`src/rtl/scl_gen_pkg.sv`:
```
package scl_gen_pkg;
    typedef enum logic [2:0] {
        ST_IDLE,
        ST_START,
        ST_LOW,
        ST_HIGH,
        ST_STOP1,
        ST_STOP2
    } scl_phase_e;

    localparam int unsigned ACK_BIT_IDX = 8;
    localparam int unsigned MIN_DIV     = 2;
endpackage

```
`src/rtl/scl_line_sync.sv`:
```
module scl_line_sync #(
    parameter int unsigned STAGES = 2
) (
    input  logic clk,
    input  logic rst_n,
    input  logic d_in,
    output logic q_out
);
    logic [STAGES-1:0] shreg;

    generate
        if (STAGES == 1) begin : g_one
            always_ff @(posedge clk or negedge rst_n) begin
                if (!rst_n) shreg <= '1;
                else        shreg <= d_in;
            end
        end else begin : g_chain
            always_ff @(posedge clk or negedge rst_n) begin
                if (!rst_n) shreg <= '1;
                else        shreg <= {shreg[STAGES-2:0], d_in};
            end
        end
    endgenerate

    assign q_out = shreg[STAGES-1];
endmodule

```
`src/rtl/scl_half_pacer.sv`:
```
module scl_half_pacer #(
    parameter int unsigned DIV_W = 12
) (
    input  logic             clk,
    input  logic             rst_n,
    input  logic             restart,
    input  logic             freeze,
    input  logic [DIV_W-1:0] div,
    output logic             tick
);
    logic [DIV_W-1:0] cnt;

    assign tick = !restart && !freeze && (cnt == div - DIV_W'(1));

    always_ff @(posedge clk or negedge rst_n) begin
        if (!rst_n)       cnt <= '0;
        else if (restart) cnt <= '0;
        else if (freeze)  cnt <= cnt;
        else if (tick)    cnt <= '0;
        else              cnt <= cnt + DIV_W'(1);
    end
endmodule

```
`src/rtl/scl_stretch_watch.sv`:
```
module scl_stretch_watch #(
    parameter int unsigned DIV_W = 12,
    parameter int unsigned TO_W  = 8
) (
    input  logic             clk,
    input  logic             rst_n,
    input  logic             frozen,
    input  logic [DIV_W-1:0] div,
    input  logic [TO_W-1:0]  limit,
    output logic             expired
);
    logic [DIV_W-1:0] cyc;
    logic [TO_W-1:0]  halves;
    logic             half_done;

    assign half_done = (cyc == div - DIV_W'(1));
    assign expired   = frozen && (limit != '0) && half_done &&
                       (halves == limit - TO_W'(1));

    always_ff @(posedge clk or negedge rst_n) begin
        if (!rst_n) begin
            cyc    <= '0;
            halves <= '0;
        end else if (!frozen) begin
            cyc    <= '0;
            halves <= '0;
        end else if (half_done) begin
            cyc    <= '0;
            halves <= halves + TO_W'(1);
        end else begin
            cyc    <= cyc + DIV_W'(1);
        end
    end
endmodule

```
`src/rtl/scl_stretch_gen.sv`:
```
module scl_stretch_gen
    import scl_gen_pkg::*;
#(
    parameter int unsigned DIV_W       = 12,
    parameter int unsigned TO_W        = 8,
    parameter int unsigned SYNC_STAGES = 2
) (
    input  logic             clk,
    input  logic             rst_n,
    input  logic             en,
    input  logic             hold_every_high,
    input  logic [DIV_W-1:0] div_val,
    input  logic [TO_W-1:0]  tout_halves,
    input  logic             start_req,
    input  logic             stop_req,
    input  logic             scl_in,
    output logic             scl_oe,
    output logic             rise_stb,
    output logic             fall_stb,
    output logic             busy,
    output logic             tout_err
);
    localparam logic [DIV_W-1:0] DIV_FLOOR = DIV_W'(MIN_DIV);
    localparam logic [3:0]       ACK_IDX   = 4'(ACK_BIT_IDX);

    scl_phase_e       st, st_nx;
    logic [DIV_W-1:0] div_q, div_eff;
    logic [3:0]       bitn;
    logic             stop_pend;
    logic             scl_s;
    logic             released, hold_phase, frozen;
    logic             tick, expired;

    scl_line_sync #(.STAGES(SYNC_STAGES)) u_sync (
        .clk(clk), .rst_n(rst_n), .d_in(scl_in), .q_out(scl_s)
    );

    assign released   = (st == ST_START) || (st == ST_HIGH) ||
                        (st == ST_STOP1) || (st == ST_STOP2);
    assign hold_phase = hold_every_high ? released
                                        : ((st == ST_HIGH) && (bitn == ACK_IDX));
    assign frozen     = hold_phase && !scl_s;
    assign div_eff    = (div_val < DIV_FLOOR) ? DIV_FLOOR : div_val;

    scl_half_pacer #(.DIV_W(DIV_W)) u_pacer (
        .clk(clk), .rst_n(rst_n), .restart(st == ST_IDLE),
        .freeze(frozen), .div(div_q), .tick(tick)
    );

    scl_stretch_watch #(.DIV_W(DIV_W), .TO_W(TO_W)) u_watch (
        .clk(clk), .rst_n(rst_n), .frozen(frozen), .div(div_q),
        .limit(tout_halves), .expired(expired)
    );

    // next-phase decision
    always_comb begin
        st_nx = st;
        unique case (st)
            ST_IDLE:  if (en && start_req) st_nx = ST_START;
            ST_START: if (tick) st_nx = ST_LOW;
            ST_LOW:   if (tick) st_nx = (stop_pend || stop_req) ? ST_STOP1 : ST_HIGH;
            ST_HIGH:  if (tick) st_nx = ST_LOW;
            ST_STOP1: if (tick) st_nx = ST_STOP2;
            ST_STOP2: if (tick) st_nx = ST_IDLE;
            default:  st_nx = ST_IDLE;
        endcase
        if (!en || expired) st_nx = ST_IDLE;
    end

    // phase register and per-phase bookkeeping
    always_ff @(posedge clk or negedge rst_n) begin
        if (!rst_n) begin
            st        <= ST_IDLE;
            div_q     <= DIV_FLOOR;
            bitn      <= '0;
            stop_pend <= 1'b0;
            tout_err  <= 1'b0;
            rise_stb  <= 1'b0;
            fall_stb  <= 1'b0;
        end else begin
            st       <= st_nx;
            fall_stb <= (st_nx == ST_LOW) && (st != ST_LOW);
            rise_stb <= (st == ST_LOW) && (st_nx != ST_LOW) && (st_nx != ST_IDLE);
            if (st == ST_IDLE) div_q <= div_eff;
            if (st_nx == ST_START) begin
                bitn     <= '0;
                tout_err <= 1'b0;
            end else if ((st == ST_HIGH) && (st_nx == ST_LOW)) begin
                bitn <= (bitn == ACK_IDX) ? '0 : bitn + 4'd1;
            end
            if (expired) tout_err <= 1'b1;
            if ((st_nx == ST_STOP1) || (st_nx == ST_IDLE)) stop_pend <= 1'b0;
            else if (stop_req && (st != ST_IDLE))          stop_pend <= 1'b1;
        end
    end

    // pin outputs
    always_comb begin
        scl_oe = (st == ST_LOW);
        busy   = (st != ST_IDLE);
    end
endmodule

```
`config.mk`:
```
export PLATFORM = sky130hd
export DESIGN_NAME = scl_stretch_gen
export DESIGN_NICKNAME = d
export VERILOG_FILES = /design/src/rtl/scl_gen_pkg.sv /design/src/rtl/scl_line_sync.sv /design/src/rtl/scl_half_pacer.sv /design/src/rtl/scl_stretch_watch.sv /design/src/rtl/scl_stretch_gen.sv
export SDC_FILE = /design/constraint.sdc
export NUM_CORES = 1
export LEC_CHECK = 0
export BUFFER_PORTS_ARGS = -buffer_cell sky130_fd_sc_hd__buf_2
export CORE_ASPECT_RATIO = 0.7
export CORE_MARGIN = 5
export CORE_UTILIZATION = 61
export CTS_BUF_LIST = sky130_fd_sc_hd__clkbuf_8
export DETAILED_ROUTE_END_ITERATION = 10
export PLACE_DENSITY = 0.9
export SLEW_MARGIN = 10
export SYNTH_ARGS = -nofsm -noshare
export SYNTH_HDL_FRONTEND = slang
export SYNTH_HIERARCHICAL = 1
export SYNTH_SLANG_ARGS = --single-unit
```
`constraint.sdc`:
```
create_clock -name clk -period 10.6 [get_ports clk]
set_clock_uncertainty 0.05 [all_clocks]
set_input_delay 0.53 -clock clk [delete_from_list [all_inputs] [get_ports clk]]
set_output_delay 0.53 -clock clk [all_outputs]
set_load 0.02 [all_outputs]
```
==> flow_summary.ini <==
[finish]
final_cell_mix = nand2_1, dfrtp_1, nor2_1
finalInstanceArea_mm2 = 0.00468
syn2layout_area_growth_pct = 8.57
layout_commonest_cell = nand2_1
drive_gt1_share_pct = 16.6
fin_nets = 548
insertedDiodeCount = 0

[synthesis]
yosys_most_used_dff = dfrtp_1
synth_edf_count = 0
ys.warnings.count = 6
syn_nets = 528
netlist_area_mm2 = 0.00431
seq_area_frac_synth_pct = 33.2
synth_cell_types = 77
ys_seq_elements = 57
syn_area_per_cell_um2 = 8.75
synthCells = 492
postSynth.asyncResetShare_pct = 100

[die]
rows = 25
die_h_um = 80.3
core_mm2 = 0.00682
io_pins = 32
start_util_pct = 63.2
die_w_um = 110
die_area_mm2 = 0.00887

[timing]
rsz0062_at_grt = no
tightestPinTransition_ns = 0.929
fin_ws_ns = 6.16
holdWs_ns = 0.218
setup-violations-final = 0
fmax_mhz = 225
slew_viol_final = 0
post-route-period-util_pct = 41.9
post-route-min-period_ns = 4.44
timing.slew.headroom_pct = 37.6
hold_viol = 0
setup-tns-final_ns = 0

[hold_path]
min_from = scl_in
hold_depth = 1
hold_class = in -> reg
min_to = u_sync/shreg[0]$_DFF_PN1_

[cts]
clock_path_buffers = 2
htree_levels = 3
post_cts_buffers = 0
cts.clk_slew.worst_paths_ns = 0.07
cts-root-buf = clkbuf_8
clock_latency_ns = 0.35
cts-resized-gates = 0
cts.sinks = 57
cts_tree = built
cts_hold_buffers = 0
cts_buffers = 9

[detailed_routing]
via_count = 3896
drt_wl_total_um = 10700
wl_per_cell_um = 17.4
first_pass_iters = 4
initialDrtViolationCount = 326
vias_per_cell = 6.38
drtAntennaViolNets = 0
drc = 0

[setup_path]
critPathTopFamily = simple AND/OR/NAND/NOR gates
r2r_start = div_q[0]$_DFFE_PN0P_
critPathLaunchType = register
critical-path-max-stage-delay_ns = 0.71
critPathKind = reg -> reg
cp.depth = 11
r2r.worst_path.cells = 11
crit_arrival_ns = 4.67
crit_chain = inv_1, ha_1, or4_1, a31oi_1, o21ai_1, nor4_4, nor3b_1, and2b_2, nand4_4, a2111o_1, a21oi_2
critPathCaptureType = register
r2r_slack_ns = 6.16
crit_required_ns = 10.84
r2r-end = bitn[2]$_DFFE_PN0P_
crit_path_top_delay_cell = nor4_4
crit_path_max_fanout = 18
crit_start = div_q[0]$_DFFE_PN0P_
cp.buffers_inverters = 1

[global_routing]
grt-ovfl-total = 0
grt_start_max_net_pins = 58
grt_pass1_wl_um = 18300
grt_pass1_vias = 3823
grtUsageTotal_pct = 25.3
antenna_found_initial = 0

[placement]
hpwlAfterDp_um = 7440
port-buffer-count = 31
dpl-instance-area_mm2 = 0.00447
place.gp.congestion = 0.918
post-place-ws_ns = 6.28

[pwr]
vdd.ir_drop.worst_uv = 76.6
leakagePower_uw = 0.00193
cellPowerDensity_mw_per_mm2 = 116

[job]
cap_viol_max_count = 0

[status]
status = finished clean
==> Yosys cell counts, drive strengths merged, types with 5 or more instances <==
cell type	n	area, um2
nand2b	9	56.3
or4	6	52.6
buf	14	97.6
nor2	44	183
mux2i	13	134
nand4	9	71.3
o21ai	11	55.1
nor3	8	40.0
and3	12	75.1
nand3	22	110
nor4	16	130
or3	7	43.8
dfrtp	54	1350
xnor2	24	210
nand3b	5	37.5
ha	9	113
o211ai	10	75.1
inv	23	86.3
xor2	25	219
nor3b	5	37.5
a21oi	27	143
clkbuf	12	46.3
nand2	62	233
==> final cells by class <==
class / instances / area, um2
multi-input combinational: 385 / 2650
fill: 532 / 2140
sequential: 57 / 1430
timing repair buffer: 35 / 185
clock buffer: 11 / 151
tap: 94 / 118
inverter: 24 / 91.3
clock inverter: 5 / 55.1
==> registers in the layout, indices dropped and copies added (netlist names) <==
signal          cells
fall_stb            1
stop_pend           1
u_sync/shreg        2
u_pacer/cnt        12
rise_stb            1
u_watch/cyc        12
tout_err            1
u_watch/halves      8
div_q              12
bitn                4
st                  3
==> per-layer routing <==
layer / wire length (um) / GRT usage (%)
met5: 0 / 0
met4: 163 / 9.59
met3: 902 / 7.00
met2: 5070 / 41.0
met1: 4520 / 32.4
==> per-stage QoR <==
step	instances	total power, uW	util [%]
6_report	611	540	68.6
3_5_place_dp	595	329	65.5
4_1_cts	611	541	68.6
2_1_floorplan	492	303	-
5_1_grt	611	566	68.6
3_3_place_gp	595	325	65.5
==> worst max-delay path by stage <==
stage                                endpoint  slack [ns]
after floorplan           bitn[1]$_DFFE_PN0P_        6.93
after global placement    bitn[2]$_DFFE_PN0P_        6.48
after detailed placement  bitn[2]$_DFFE_PN0P_        6.28
after CTS                 bitn[2]$_DFFE_PN0P_        6.25
after global routing      bitn[2]$_DFFE_PN0P_        5.90
final                     bitn[2]$_DFFE_PN0P_        6.16
==> report_power, final <==
group	switching [uW]	internal, uW
clock	91.7	120
combinational	51.9	34.1
sequential	18.2	224
==> kinds of logic after synthesis <==
family / Yosys count / share of synthesized area, %
AND/OR/NAND/NOR: 227 / 29.3
AO/OA/AOI/OAI: 85 / 15.9
flip-flops: 57 / 33.2
buffers and inverters: 50 / 5.46
XOR/XNOR: 49 / 9.97
multiplexers: 14 / 3.37
adder cells (fa/ha/maj): 10 / 2.85
Note: power is estimated with default switching activity, not from simulation.
